**src/rtl/npc_pkg.sv**
```systemverilog
package npc_pkg;

    localparam int INSN_W  = 32;
    localparam int OPC_W   = 6;
    localparam int RIDX_W  = 5;
    localparam int IMM_W   = 16;
    localparam int JIDX_W  = 26;
    localparam int FUNC_W  = 6;

    localparam logic [OPC_W-1:0]  OPC_SPECIAL = 6'h00;
    localparam logic [OPC_W-1:0]  OPC_REGIMM  = 6'h01;
    localparam logic [OPC_W-1:0]  OPC_JUMP    = 6'h02;
    localparam logic [OPC_W-1:0]  OPC_CALL    = 6'h03;
    localparam logic [OPC_W-1:0]  OPC_BEQ     = 6'h04;
    localparam logic [OPC_W-1:0]  OPC_BNE     = 6'h05;
    localparam logic [OPC_W-1:0]  OPC_BLEZ    = 6'h06;
    localparam logic [OPC_W-1:0]  OPC_BGTZ    = 6'h07;
    localparam logic [FUNC_W-1:0] FN_REGJUMP  = 6'h08;
    localparam logic [RIDX_W-1:0] SUB_LTZ     = 5'd0;
    localparam logic [RIDX_W-1:0] SUB_GEZ     = 5'd1;
    localparam logic [RIDX_W-1:0] LINK_IDX    = 5'd31;

    typedef enum logic [3:0] {
        FK_SEQ,
        FK_JUMP,
        FK_CALL,
        FK_REGJ,
        FK_EQ,
        FK_NE,
        FK_LTZ,
        FK_GEZ,
        FK_LEZ,
        FK_GTZ
    } flow_kind_e;

    typedef struct packed {
        flow_kind_e          kind;
        logic [IMM_W-1:0]    offs;
        logic [JIDX_W-1:0]   jidx;
    } decoded_t;

    function automatic logic is_cond(input flow_kind_e k);
        return (k == FK_EQ) || (k == FK_NE) || (k == FK_LTZ) ||
               (k == FK_GEZ) || (k == FK_LEZ) || (k == FK_GTZ);
    endfunction

    function automatic logic is_uncond(input flow_kind_e k);
        return (k == FK_JUMP) || (k == FK_CALL) || (k == FK_REGJ);
    endfunction

endpackage

```
**src/rtl/npc_decode.sv**
```systemverilog
module npc_decode
    import npc_pkg::*;
(
    input  logic [INSN_W-1:0] instr,
    output decoded_t          dec
);
    logic [OPC_W-1:0]  opc;
    logic [RIDX_W-1:0] sub;
    logic [FUNC_W-1:0] fn;

    assign opc = instr[INSN_W-1 -: OPC_W];
    assign sub = instr[20:16];
    assign fn  = instr[FUNC_W-1:0];

    always_comb begin
        dec.offs = instr[IMM_W-1:0];
        dec.jidx = instr[JIDX_W-1:0];
        unique case (opc)
            OPC_SPECIAL: dec.kind = (fn == FN_REGJUMP) ? FK_REGJ : FK_SEQ;
            OPC_REGIMM: begin
                if (sub == SUB_LTZ)      dec.kind = FK_LTZ;
                else if (sub == SUB_GEZ) dec.kind = FK_GEZ;
                else                     dec.kind = FK_SEQ;
            end
            OPC_JUMP:    dec.kind = FK_JUMP;
            OPC_CALL:    dec.kind = FK_CALL;
            OPC_BEQ:     dec.kind = FK_EQ;
            OPC_BNE:     dec.kind = FK_NE;
            OPC_BLEZ:    dec.kind = FK_LEZ;
            OPC_BGTZ:    dec.kind = FK_GTZ;
            default:     dec.kind = FK_SEQ;
        endcase
    end
endmodule

```
**src/rtl/npc_cond.sv**
```systemverilog
module npc_cond
    import npc_pkg::*;
#(
    parameter int XLEN = 32
) (
    input  flow_kind_e       kind,
    input  logic [XLEN-1:0]  a_val,
    input  logic [XLEN-1:0]  b_val,
    output logic             hit
);
    logic neg, zero, same;

    assign neg  = a_val[XLEN-1];
    assign zero = (a_val == '0);
    assign same = (a_val == b_val);

    always_comb begin
        unique case (kind)
            FK_EQ:   hit = same;
            FK_NE:   hit = !same;
            FK_LTZ:  hit = neg;
            FK_GEZ:  hit = !neg;
            FK_LEZ:  hit = neg || zero;
            FK_GTZ:  hit = !neg && !zero;
            default: hit = 1'b0;
        endcase
    end
endmodule

```
**src/rtl/npc_target.sv**
```systemverilog
module npc_target
    import npc_pkg::*;
#(
    parameter int XLEN = 32
) (
    input  logic [XLEN-1:0]   pc,
    input  logic [IMM_W-1:0]  offs,
    input  logic [JIDX_W-1:0] jidx,
    output logic [XLEN-1:0]   seq_pc,
    output logic [XLEN-1:0]   br_pc,
    output logic [XLEN-1:0]   jmp_pc,
    output logic [XLEN-1:0]   ret_pc
);
    localparam int REGION_W = XLEN - JIDX_W - 2;
    localparam int SEXT_W   = XLEN - IMM_W - 2;

    logic [XLEN-1:0] disp;

    assign seq_pc = pc + XLEN'(4);
    assign ret_pc = pc + XLEN'(8);
    assign disp   = {{SEXT_W{offs[IMM_W-1]}}, offs, 2'b00};
    assign br_pc  = seq_pc + disp;

    generate
        if (REGION_W > 0) begin : g_region
            assign jmp_pc = {seq_pc[XLEN-1 -: REGION_W], jidx, 2'b00};
        end else begin : g_flat
            assign jmp_pc = {jidx, 2'b00};
        end
    endgenerate
endmodule

```
**src/rtl/npc_resolver.sv**
```systemverilog
module npc_resolver
    import npc_pkg::*;
#(
    parameter int XLEN = 32
) (
    input  logic              clk,
    input  logic              rst,
    input  logic [XLEN-1:0]   pc_i,
    input  logic [INSN_W-1:0] instr_i,
    input  logic [XLEN-1:0]   rs_val_i,
    input  logic [XLEN-1:0]   rt_val_i,
    output logic [XLEN-1:0]   next_pc_o,
    output logic              taken_o,
    output logic              link_we_o,
    output logic [RIDX_W-1:0] link_reg_o,
    output logic [XLEN-1:0]   link_val_o
);
    localparam int REGION_W = XLEN - JIDX_W - 2;

    decoded_t         dec;
    logic             cond_hit;
    logic [XLEN-1:0]  seq_pc, br_pc, jmp_pc, ret_pc;
    logic [XLEN-1:0]  npc_d;
    logic             tk_d;
    logic             lnk_d;

    npc_decode u_dec (
        .instr (instr_i),
        .dec   (dec)
    );

    npc_cond #(.XLEN(XLEN)) u_cond (
        .kind  (dec.kind),
        .a_val (rs_val_i),
        .b_val (rt_val_i),
        .hit   (cond_hit)
    );

    npc_target #(.XLEN(XLEN)) u_tgt (
        .pc     (pc_i),
        .offs   (dec.offs),
        .jidx   (dec.jidx),
        .seq_pc (seq_pc),
        .br_pc  (br_pc),
        .jmp_pc (jmp_pc),
        .ret_pc (ret_pc)
    );

    always_comb begin
        tk_d  = is_uncond(dec.kind) || (is_cond(dec.kind) && cond_hit);
        lnk_d = (dec.kind == FK_CALL);
        unique case (dec.kind)
            FK_JUMP, FK_CALL: npc_d = jmp_pc;
            FK_REGJ:          npc_d = rs_val_i;
            default:          npc_d = tk_d ? br_pc : seq_pc;
        endcase
    end

    always_ff @(posedge clk) begin
        if (rst) begin
            next_pc_o  <= '0;
            taken_o    <= 1'b0;
            link_we_o  <= 1'b0;
            link_reg_o <= '0;
            link_val_o <= '0;
        end else begin
            next_pc_o  <= npc_d;
            taken_o    <= tk_d;
            link_we_o  <= lnk_d;
            link_reg_o <= lnk_d ? LINK_IDX : '0;
            link_val_o <= lnk_d ? ret_pc : '0;
        end
    end

    logic live_q;
    always_ff @(posedge clk) begin
        if (rst) live_q <= 1'b0;
        else     live_q <= 1'b1;
    end


    seq_fall_chk: assert property (@(posedge clk) disable iff (rst)
        (live_q && !taken_o) |-> (next_pc_o == $past(pc_i) + XLEN'(4)));


    region_keep_chk: assert property (@(posedge clk) disable iff (rst)
        (live_q && (($past(instr_i[31:26]) == OPC_JUMP) || ($past(instr_i[31:26]) == OPC_CALL)))
        |-> (next_pc_o[XLEN-1 -: REGION_W] == $past(pc_i[XLEN-1 -: REGION_W] + REGION_W'(&pc_i[XLEN-REGION_W-1:2]))));


    link_only_call_chk: assert property (@(posedge clk) disable iff (rst)
        (live_q && link_we_o) |-> (($past(instr_i[31:26]) == OPC_CALL) &&
                                   (link_reg_o == LINK_IDX) &&
                                   (link_val_o == $past(pc_i) + XLEN'(8))));


    call_links_chk: assert property (@(posedge clk) disable iff (rst)
        (live_q && ($past(instr_i[31:26]) == OPC_CALL)) |-> (link_we_o && taken_o));


    regjump_chk: assert property (@(posedge clk) disable iff (rst)
        (live_q && ($past(instr_i[31:26]) == OPC_SPECIAL) && ($past(instr_i[5:0]) == FN_REGJUMP))
        |-> (taken_o && (next_pc_o == $past(rs_val_i))));


    link_quiet_chk: assert property (@(posedge clk) disable iff (rst)
        (live_q && !link_we_o) |-> (link_reg_o == '0 && link_val_o == '0));
endmodule

```
**config.mk**
```make
export PLATFORM = sky130hd
export DESIGN_NAME = npc_resolver
export DESIGN_NICKNAME = d
export VERILOG_FILES = /design/src/rtl/npc_pkg.sv /design/src/rtl/npc_decode.sv /design/src/rtl/npc_cond.sv /design/src/rtl/npc_target.sv /design/src/rtl/npc_resolver.sv
export SDC_FILE = /design/constraint.sdc
export NUM_CORES = 1
export LEC_CHECK = 0
export ABC_AREA = 1
export BUFFER_PORTS_ARGS = -buffer_cell sky130_fd_sc_hd__buf_4
export CAP_MARGIN = 20
export CORE_ASPECT_RATIO = 1.25
export CORE_MARGIN = 3
export CORE_UTILIZATION = 45
export DETAILED_ROUTE_END_ITERATION = 6
export MAX_ROUTING_LAYER = met4
export PLACE_DENSITY = 0.76
export SLEW_MARGIN = 10
export SYNTH_ARGS = -nofsm -noshare
export SYNTH_HDL_FRONTEND = slang
export SYNTH_SLANG_ARGS = --single-unit
```
**constraint.sdc**
```tcl
create_clock -name clk -period 3.9 [get_ports clk]
set_input_delay 0.39 -clock clk [delete_from_list [all_inputs] [get_ports clk]]
set_output_delay 0.39 -clock clk [all_outputs]
set_load 0.02 [all_outputs]
```
==> results of run 1 <==
==> kinds of logic after synthesis <==
kind of cell	synth area share [%]
adders and majority gates	6.08
buffers and inverters	12.7
AOI/OAI and AO/OA	15.0
and+or+nand+nor	37.3
xor gates and xnor gates	9.27
DFF	19.7
==> layer usage <==
| metal | track usage (%) | up-vias |
|---|---|---|
| li1 | - | 3910 |
| met1 | 40.6 | 3535 |
| met2 | 49.9 | 349 |
| met3 | 5.78 | 40 |
| met4 | 9.27 | 0 |
| met5 | - | - |
==> power by group through the flow <==
stage	combinational [uW]	clock (uW)	sequential (uW)
3_5_place_dp	790	0	725
5_1_grt	883	833	711
6_report	805	788	710
4_1_cts	794	802	710
2_1_floorplan	431	0	756
3_3_place_gp	795	0	724
==> final timing paths <==
path      from  slack, ns        endpoint  cells after the start
min   pc_i[30]       0.26  link_val_o[30]                      2
max    pc_i[2]       0.44   next_pc_o[29]                     21
==> cell type report <==
| cell class | count | area [sq um] | share of cell area [%] |
|---|---|---|---|
| clock buffer | 9 | 225 | 2.61 |
| inverter | 181 | 679 | 7.88 |
| timing repair buffer | 210 | 1580 | 18.3 |
| sequential | 66 | 1320 | 15.3 |
| multi-input combinational | 839 | 4530 | 52.6 |
| tap | 178 | 223 | 2.58 |
| clock inverter | 7 | 60.1 | 0.697 |
==> critical path: stages <==
cell	delay, ns
buf_4	0.16
ha_1	0.27
inv_1	0.08
nor2_1	0.10
inv_1	0.12
nor2_1	0.21
nand3_1	0.15
nor3_1	0.20
xor2_1	0.31
inv_1	0.08
ha_1	0.35
a21oi_1	0.23
o21ai_0	0.15
a21oi_1	0.15
nand3_1	0.16
nand2_1	0.09
inv_1	0.05
o21ai_0	0.15
nand3_1	0.11
nand2_1	0.12
a21oi_2	0.05
==> flip-flops by register name, indices dropped and copies added (netlist names) <==
| signal | flops |
|---|---|
| taken_o | 1 |
| link_reg_o | 1 |
| link_val_o | 32 |
| next_pc_o | 32 |
==> synthesized netlist by cell type (3+ instances only) <==
cell / n
or2_2: 4
buf_2: 6
nand3_1: 46
nand3_2: 5
o22ai_1: 5
o21ai_1: 5
ha_1: 31
nand2_2: 10
o21a_1: 3
clkbuf_1: 9
nand2_1: 302
xnor2_1: 36
dfxtp_1: 66
a21oi_1: 100
nor3_2: 4
nand4_1: 19
nor2_2: 7
nor2_1: 118
a21oi_2: 6
nor2_4: 11
a22o_1: 9
o21ai_0: 41
inv_1: 171
inv_2: 9
xor2_1: 35
nor3_1: 14
nor4_1: 7
buf_6: 5
buf_4: 7
a21o_1: 5
==> metrics by stage <==
| step | hold slack [ns] | util (%) | setup WS (ns) | area [sq um] |
|---|---|---|---|---|
| global placement | 0.614 | 57.6 | 0.162 | 8330 |
| finish | 0.263 | 59.6 | 0.438 | 8620 |
| floorplan | 0.462 | - | 0.954 | 6710 |
| global route | 0.255 | 59.6 | 0.00771 | 8620 |
| CTS | 0.247 | 59.6 | 0.475 | 8620 |
| detailed placement | 0.615 | 57.6 | 0.132 | 8330 |
==> results.tsv, run 1 <==
stage	metric	value	unit
timing	Setup Viol. Count Final	0	
critical_path	critical path capture point type	register	
detailed_routing	Post-route DRC	1	
clock_network	Clock transition at path regs	0.06	ns
cells_and_area	fill count	1508	
detailed_routing	Antenna Violating Nets Remaining	0	
clock_network	Root Driver	clkbuf_16	
power_and_ir_drop	worst vdd ir	0.000163	V
global_routing	vias in the first global route	7158	
clock_network	H-Tree Depth	3	
place	HPWL after DPL	21300	microns
clock_network	post-CTS setup buffers	0	
detailed_routing	drt wl/cell	17.3	microns
synthesis	sequential area share after synthesis	19.7	%
cells_and_area	fin cells	1490	
power_and_ir_drop	clock share of power	34.2	%
synthesis	EDFF count, synth	0	
global_routing	global route overflow	0	
run_status	status	complete, but fails checks	
synthesis	Syn Nets	1275	
synthesis	Main synth FF type	dfxtp_1	
cells_and_area	most common cell after layout, fill and taps aside	nand2_1	
place	routability cong.	0.994	
global_routing	global-route wire length before repair	38400	microns
floorplanning	Initial Utilization	46.4	%
critical_path	Arr. time, crit path	3.68	ns
timing	Final Hold Viols	0	
critical_path	required time worst endpoint	4.12	ns
detailed_routing	WL met2	12100	microns
timing	relative slew slack	34.7	%
detailed_routing	via-per-instance ratio	5.26	
clock_network	Post-CTS Hold Buffers	0	
timing	final number of max-transition violations	0	
floorplanning	Ports	201	
power_and_ir_drop	combinational group share of total power	35.0	%
power_and_ir_drop	Psw	839	uW
critical_path	Worst Setup Start Kind	input pin	
global_routing	antenna violations before repair	0	
timing	Final period util	88.8	%
timing	RSZ-0062 raised after global routing	no	
clock_network	post-CTS resize count	0	
detailed_routing	Pre-antenna DRT Iters	7	
synthesis	flops & latches, synth	66	
detailed_routing	First DRT Iteration DRCs	597	
job	Max Cap Viol	0	
cells_and_area	P&R area growth vs syn	28.5	%
run_status	failing checks	design-rule violations	
floorplanning	die area	16400	sq um
power_and_ir_drop	power per cell area	267	nW/um^2
timing	Slew @ Worst Pin	0.978	ns
clock_network	total CTS buffers	9	
synthesis	Cells after Synth	1113	
synthesis	Synth top area share	19.7	%
power_and_ir_drop	Switching Share	36.4	%
synthesis	fraction of registers with async set/reset	0	%
worst_hold_path	min-delay worst type	input pin to register	
place	placed insts	1474	
synthesis	YS warnings	0	
critical_path	Crit Path Class	input pin to register	
cells_and_area	ant diodes	0	
power_and_ir_drop	leak pwr	0.00430	uW
power_and_ir_drop	Tot Pwr	2300	uW
floorplanning	chip width	115	microns
synthesis	largest cells by area after synthesis	dfxtp_1 20%, nand2_1 17%, inv_1 9.6%	
detailed_routing	met3 wire len	2090	microns
timing	setup_tns	0	ns
synthesis	cell taking the most area after synthesis	dfxtp_1	
detailed_routing	wire length on met1	10800	microns
global_routing	GRT Util Overall	31.4	%
clock_network	Max clock buf depth	2	
critical_path	maximum fanout along the worst path	11	
global_routing	largest net degree at the start of global routing	35	
timing	Final Critical Period	3.46	ns
detailed_routing	Total Wirelength	25800	microns
floorplanning	Std-Cell Rows	49	
power_and_ir_drop	cell internal pwr	1460	uW
floorplanning	Core Area	14500	sq um
place	Port Buf Inserts	200	
timing	Max Clock Freq	0.289	GHz
synthesis	Unique masters post-synth	42	
cells_and_area	most frequent cells in the layout	302 x nand2_1, 210 x buf_4, 171 x inv_1	
floorplanning	die span in y	143	microns
detailed_routing	max layer used	met4	
power_and_ir_drop	sequential power share	30.8	%
cells_and_area	layout cell share with drive strength beyond 1	22.0	%
clock_network	Clock Sinks	66	
detailed_routing	routed vias	7834	
cells_and_area	final-stage net count	1469	
synthesis	Synth Cell Area	6710	sq um
clock_network	CTS tree	yes	
synthesis	Avg Cell Area, Syn	6.03	sq um
(Power assumes the default switching activity.)
==> run 2: changes to the inputs <==
==> constraint.sdc (replaced) <==
create_clock -name clk -period 3.2 [get_ports clk]
set_input_delay 0.16 -clock clk [delete_from_list [all_inputs] [get_ports clk]]
set_output_delay 0.16 -clock clk [all_outputs]
set_load 0.02 [all_outputs]
==> run 2 against run 1 <==
The flow now finishes without violations. Hold slack got worse by 0.23 ns. Power rose by 28%. Combinational power rose by 38%. Sequential cell count is the same. Via count grew 6.0%. Global-route usage up 1.9 points. Critical path type unchanged. Critical endpoint is now next_pc_o[26].
==> results.tsv, run 2 (synthesized netlist as in run 1, its figures left out) <==
stage	metric	value	unit
run_status	status	completed	
timing	relative slew slack	47.5	%
power_and_ir_drop	Tot Pwr	2950	uW
detailed_routing	First DRT Iteration DRCs	670	
floorplanning	Core Area	14500	sq um
clock_network	Max clock buf depth	2	
detailed_routing	Pre-antenna DRT Iters	7	
cells_and_area	P&R area growth vs syn	39.7	%
clock_network	post-CTS setup buffers	0	
timing	Slew @ Worst Pin	0.786	ns
cells_and_area	fin cells	1586	
timing	RSZ-0062 raised after global routing	no	
clock_network	total CTS buffers	9	
global_routing	global-route wire length before repair	40900	microns
clock_network	H-Tree Depth	3	
timing	Final Critical Period	2.96	ns
global_routing	GRT Util Overall	33.3	%
job	Max Cap Viol	0	
worst_hold_path	min-delay worst type	input pin to register	
timing	Final period util	92.3	%
clock_network	Clock transition at path regs	0.06	ns
cells_and_area	layout cell share with drive strength beyond 1	27.7	%
critical_path	critical path capture point type	register	
place	Cell Area, Placed	9070	sq um
critical_path	Arr. time, crit path	3.17	ns
detailed_routing	routed vias	8306	
global_routing	vias in the first global route	7641	
cells_and_area	Regs by FF count	link_val_o (32), next_pc_o (32)	
timing	final number of max-transition violations	0	
timing	setup_tns	0	ns
detailed_routing	Post-route DRC	0	
floorplanning	die span in y	143	microns
clock_network	Clock Sinks	66	
detailed_routing	drt wl/cell	17.1	microns
detailed_routing	Antenna Violating Nets Remaining	0	
global_routing	largest net degree at the start of global routing	35	
critical_path	required time worst endpoint	3.42	ns
global_routing	antenna violations before repair	0	
timing	WHS	0.0304	ns
floorplanning	die area	16400	sq um
place	HPWL after DPL	22900	microns
clock_network	CTS tree	yes	
global_routing	global route overflow	0	
place	placed insts	1570	
floorplanning	chip width	115	microns
cells_and_area	most common cell after layout, fill and taps aside	buf_4	
power_and_ir_drop	leak pwr	0.00477	uW
place	Port Buf Inserts	200	
critical_path	Worst Setup Start Kind	input pin	
detailed_routing	Total Wirelength	27100	microns
clock_network	Root Driver	clkbuf_16	
worst_hold_path	min-delay src	pc_i[30]	
cells_and_area	final-stage net count	1565	
power_and_ir_drop	power per cell area	315	nW/um^2
cells_and_area	ant diodes	0	
critical_path	Crit Path Class	input pin to register	
critical_path	maximum fanout along the worst path	4	
detailed_routing	via-per-instance ratio	5.24	
timing	Max Clock Freq	0.338	GHz
critical_path	Setup crit start	pc_i[12]	
floorplanning	Initial Utilization	46.4	%
floorplanning	Std-Cell Rows	49	
power_and_ir_drop	worst vdd ir	0.000193	V
floorplanning	Ports	201	
timing	Setup Viol. Count Final	0	
timing	Final Hold Viols	0	
place	routability cong.	1.02	
cells_and_area	most frequent cells in the layout	305 x buf_4, 302 x nand2_1, 171 x inv_1	
cells_and_area	post-route cell area	9370	sq um
[run 2: cell types whose count changed in the layout (fill, tap and decap cells not counted)]
cell        before  now
clkinv_4         0    1
nor2_2           7    9
clkinvlp_4       3    2
nor2_1         118  115
inv_6            3    4
o21ai_1          5    6
ha_1            31   29
buf_12           0    1
inv_8            1    0
nor2_4          11   12
o21ai_0         41   40
ha_2             0    2
buf_4          210  305
[run 2: metal layers]
metal,global-route usage [%],up-vias,share of wire [%]
li1,-,4111,-
met1,41.7,3783,41
met2,54.3,369,47
met3,5.02,43,7.7
met4,11.9,0,3.6
met5,-,-,0
[run 2: final cells by class]
type                    instances  area, sq um
clock buffers                   9          225
clock inverters                 7         58.8
fillers                      1438         5100
inverters                     181          679
multi-input cells             839         4550
flip-flops and latches         66         1320
well taps                     178          223
repair buffers                306         2310
[run 2: timing repair]
action | CTS | global route
resized for setup | 0 | 7
hold buffers | 0 | 0
hold endpoints to repair | 0 | 0
setup endpoints to repair | 0 | 15
[run 2: path summary, 6_finish.rpt]
path	endpoint	slack, ns	depth (start not counted)
max	next_pc_o[26]	0.24	20
min	link_val_o[30]	0.03	2
[run 2: metrics by stage]
stage               util, %  setup slack, ns
floorplan                 -            0.484
global placement       62.7           -0.313
detailed placement     62.7           -0.265
CTS                    64.6           0.0729
global route           64.8           0.0212
finish                 64.8            0.245
[run 2: where the power goes]
group          switching [uW]  total (uW)  internal [uW]  leakage [uW]
clock                     440         977            537      0.000133
sequential               10.6         864            854      0.000541
combinational             617        1110            496       0.00409
total                    1070        2950           1890       0.00477
[run 2: worst max-delay path: stages]
cell     delay [ns]
buf_4          0.10
inv_1          0.09
nor3_2         0.27
nand2_2        0.12
nor2_4         0.11
nand3_1        0.08
xor2_1         0.22
nand2_1        0.07
o21ai_1        0.19
inv_1          0.09
ha_1           0.35
a21oi_1        0.27
o21ai_0        0.21
buf_4          0.19
nor2_1         0.10
nand3_1        0.12
xnor2_1        0.16
nand2_1        0.13
nand2_1        0.11
a21oi_2        0.05
==> run 3: changes to the inputs <==
clock period = 3.8 ns   (was 3.2 ns; I/O delays follow)
==> run 3 against run 2 <==
Final cell count is 6.4% lower. Sequential share of layout area grew 1.3 points. Combinational power is 27% lower. Wire length fell by 6.0%. Die area unchanged. Critical endpoint is now next_pc_o[24].
==> results.tsv, run 3 (synthesized netlist as in run 1, its figures left out) <==
stage	metric	value	unit
run_status	status	completed	
cells_and_area	final-stage net count	1463	
critical_path	Arr. time, crit path	3.60	ns
timing	relative slew slack	35.8	%
floorplanning	Ports	201	
place	routability cong.	1.03	
clock_network	H-Tree Depth	3	
power_and_ir_drop	power per cell area	274	nW/um^2
cells_and_area	layout cell share with drive strength beyond 1	21.7	%
critical_path	maximum fanout along the worst path	11	
detailed_routing	via-per-instance ratio	5.28	
worst_hold_path	hold depth	2	
job	Max Cap Viol	0	
critical_path	Setup crit start	pc_i[2]	
floorplanning	Core Area	14500	sq um
cells_and_area	ant diodes	0	
power_and_ir_drop	leak pwr	0.00427	uW
clock_network	Clock transition at path regs	0.06	ns
critical_path	crit path capture	next_pc_o[24]	
clock_network	post-CTS setup buffers	0	
clock_network	Clock Sinks	66	
timing	Final Critical Period	3.33	ns
timing	Final period util	87.6	%
clock_network	Max clock buf depth	2	
floorplanning	Std-Cell Rows	49	
cells_and_area	most frequent cells in the layout	302 x nand2_1, 204 x buf_4, 171 x inv_1	
clock_network	total CTS buffers	9	
detailed_routing	Pre-antenna DRT Iters	6	
floorplanning	chip width	115	microns
worst_hold_path	min-delay worst type	input pin to register	
timing	WHS	0.0559	ns
global_routing	vias in the first global route	6992	
cells_and_area	fill count	1471	
timing	final number of max-transition violations	0	
floorplanning	Initial Utilization	46.4	%
global_routing	GRT Util Overall	31.0	%
clock_network	post-CTS resize count	0	
place	placed insts	1468	
timing	RSZ-0062 raised after global routing	no	
global_routing	global route overflow	0	
floorplanning	die span in y	143	microns
timing	Setup Viol. Count Final	0	
critical_path	required time worst endpoint	4.07	ns
timing	setup_tns	0	ns
detailed_routing	Post-route DRC	0	
clock_network	CTS tree	yes	
timing	Final Hold Viols	0	
critical_path	critical path capture point type	register	
place	HPWL after DPL	21100	microns
critical_path	Crit Path Class	input pin to register	
cells_and_area	P&R area growth vs syn	27.8	%
detailed_routing	First DRT Iteration DRCs	703	
clock_network	Root Driver	clkbuf_16	
detailed_routing	Antenna Violating Nets Remaining	0	
cells_and_area	post-layout util	59.3	%
detailed_routing	drt wl/cell	17.2	microns
global_routing	antenna violations before repair	0	
cells_and_area	Regs by FF count	link_val_o (32), next_pc_o (32)	
place	Port Buf Inserts	200	
global_routing	largest net degree at the start of global routing	35	
critical_path	Worst Setup Start Kind	input pin	
timing	Max Clock Freq	0.300	GHz
floorplanning	die area	16400	sq um
cells_and_area	fin cells	1484	
global_routing	global-route wire length before repair	38100	microns
cells_and_area	most common cell after layout, fill and taps aside	nand2_1	
timing	Slew @ Worst Pin	0.961	ns
detailed_routing	routed vias	7841	
clock_network	Post-CTS Hold Buffers	0	
detailed_routing	Total Wirelength	25500	microns
power_and_ir_drop	worst vdd ir	0.000182	V
-- run 3: changes by cell type in the layout (fill, tap and decap cells not counted) --
cell / previous run / this run
ha_2: 2 / 0
ha_1: 29 / 31
buf_4: 305 / 204
o21ai_0: 40 / 41
nor2_2: 9 / 8
o21ai_1: 6 / 5
nor2_1: 115 / 117
buf_12: 1 / 0
nor2_4: 12 / 11
-- run 3: cell type report --
type / count / area [sq um] / area share (%)
multi-input combinational: 839 / 4540 / 52.9
timing repair buffer: 204 / 1530 / 17.9
sequential: 66 / 1320 / 15.4
inverter: 181 / 679 / 7.92
clock buffer: 9 / 225 / 2.63
tap: 178 / 223 / 2.60
clock inverter: 7 / 58.8 / 0.686
-- run 3: metal layers --
layer | track usage (%) | vias to the layer above | share of wire (%)
li1 | - | 3906 | -
met4 | 9.64 | 0 | 2.5
met1 | 41.1 | 3545 | 43
met3 | 4.85 | 43 | 7.6
met5 | - | - | 0
met2 | 48.5 | 347 | 47
-- run 3: worst max-delay path, stage by stage --
cell	delay (ns)
buf_4	0.17
ha_1	0.25
inv_1	0.08
nor2_1	0.10
inv_1	0.12
nor2_2	0.17
nand3_1	0.13
nor3_1	0.19
xor2_1	0.25
inv_1	0.09
ha_1	0.37
nand2_1	0.11
inv_1	0.09
nand2_1	0.07
nor2_1	0.25
nand4_1	0.15
nand3_1	0.17
nand2_1	0.07
nand2_1	0.08
nor2_1	0.04
o21ai_0	0.20
nand2_1	0.13
a21oi_1	0.14
-- run 3: how the worst min path moves through the flow --
stage | from | end | slack, ns
4_1_cts | pc_i[30] | link_val_o[30] | 0.05
2_1_floorplan | pc_i[3] | link_val_o[3] | 0.26
5_1_grt | pc_i[30] | link_val_o[30] | 0.07
3_5_place_dp | pc_i[30] | link_val_o[30] | 0.42
3_3_place_gp | pc_i[30] | link_val_o[30] | 0.41
6_report | pc_i[30] | link_val_o[30] | 0.06
-- run 3: report_power, final --
group	total (uW)	internal (uW)	switching, uW
logic	815	323	492
registers	727	719	8.27
clock network	811	452	359
-- run 3: stage by stage --
stage	instance area [sq um]	worst slack [ns]	total power, uW
floorplan	6710	1.05	1220
global placement	8290	0.128	1550
detailed placement	8290	0.112	1540
CTS	8570	0.457	2360
global route	8580	0.0770	2480
finish	8580	0.471	2350
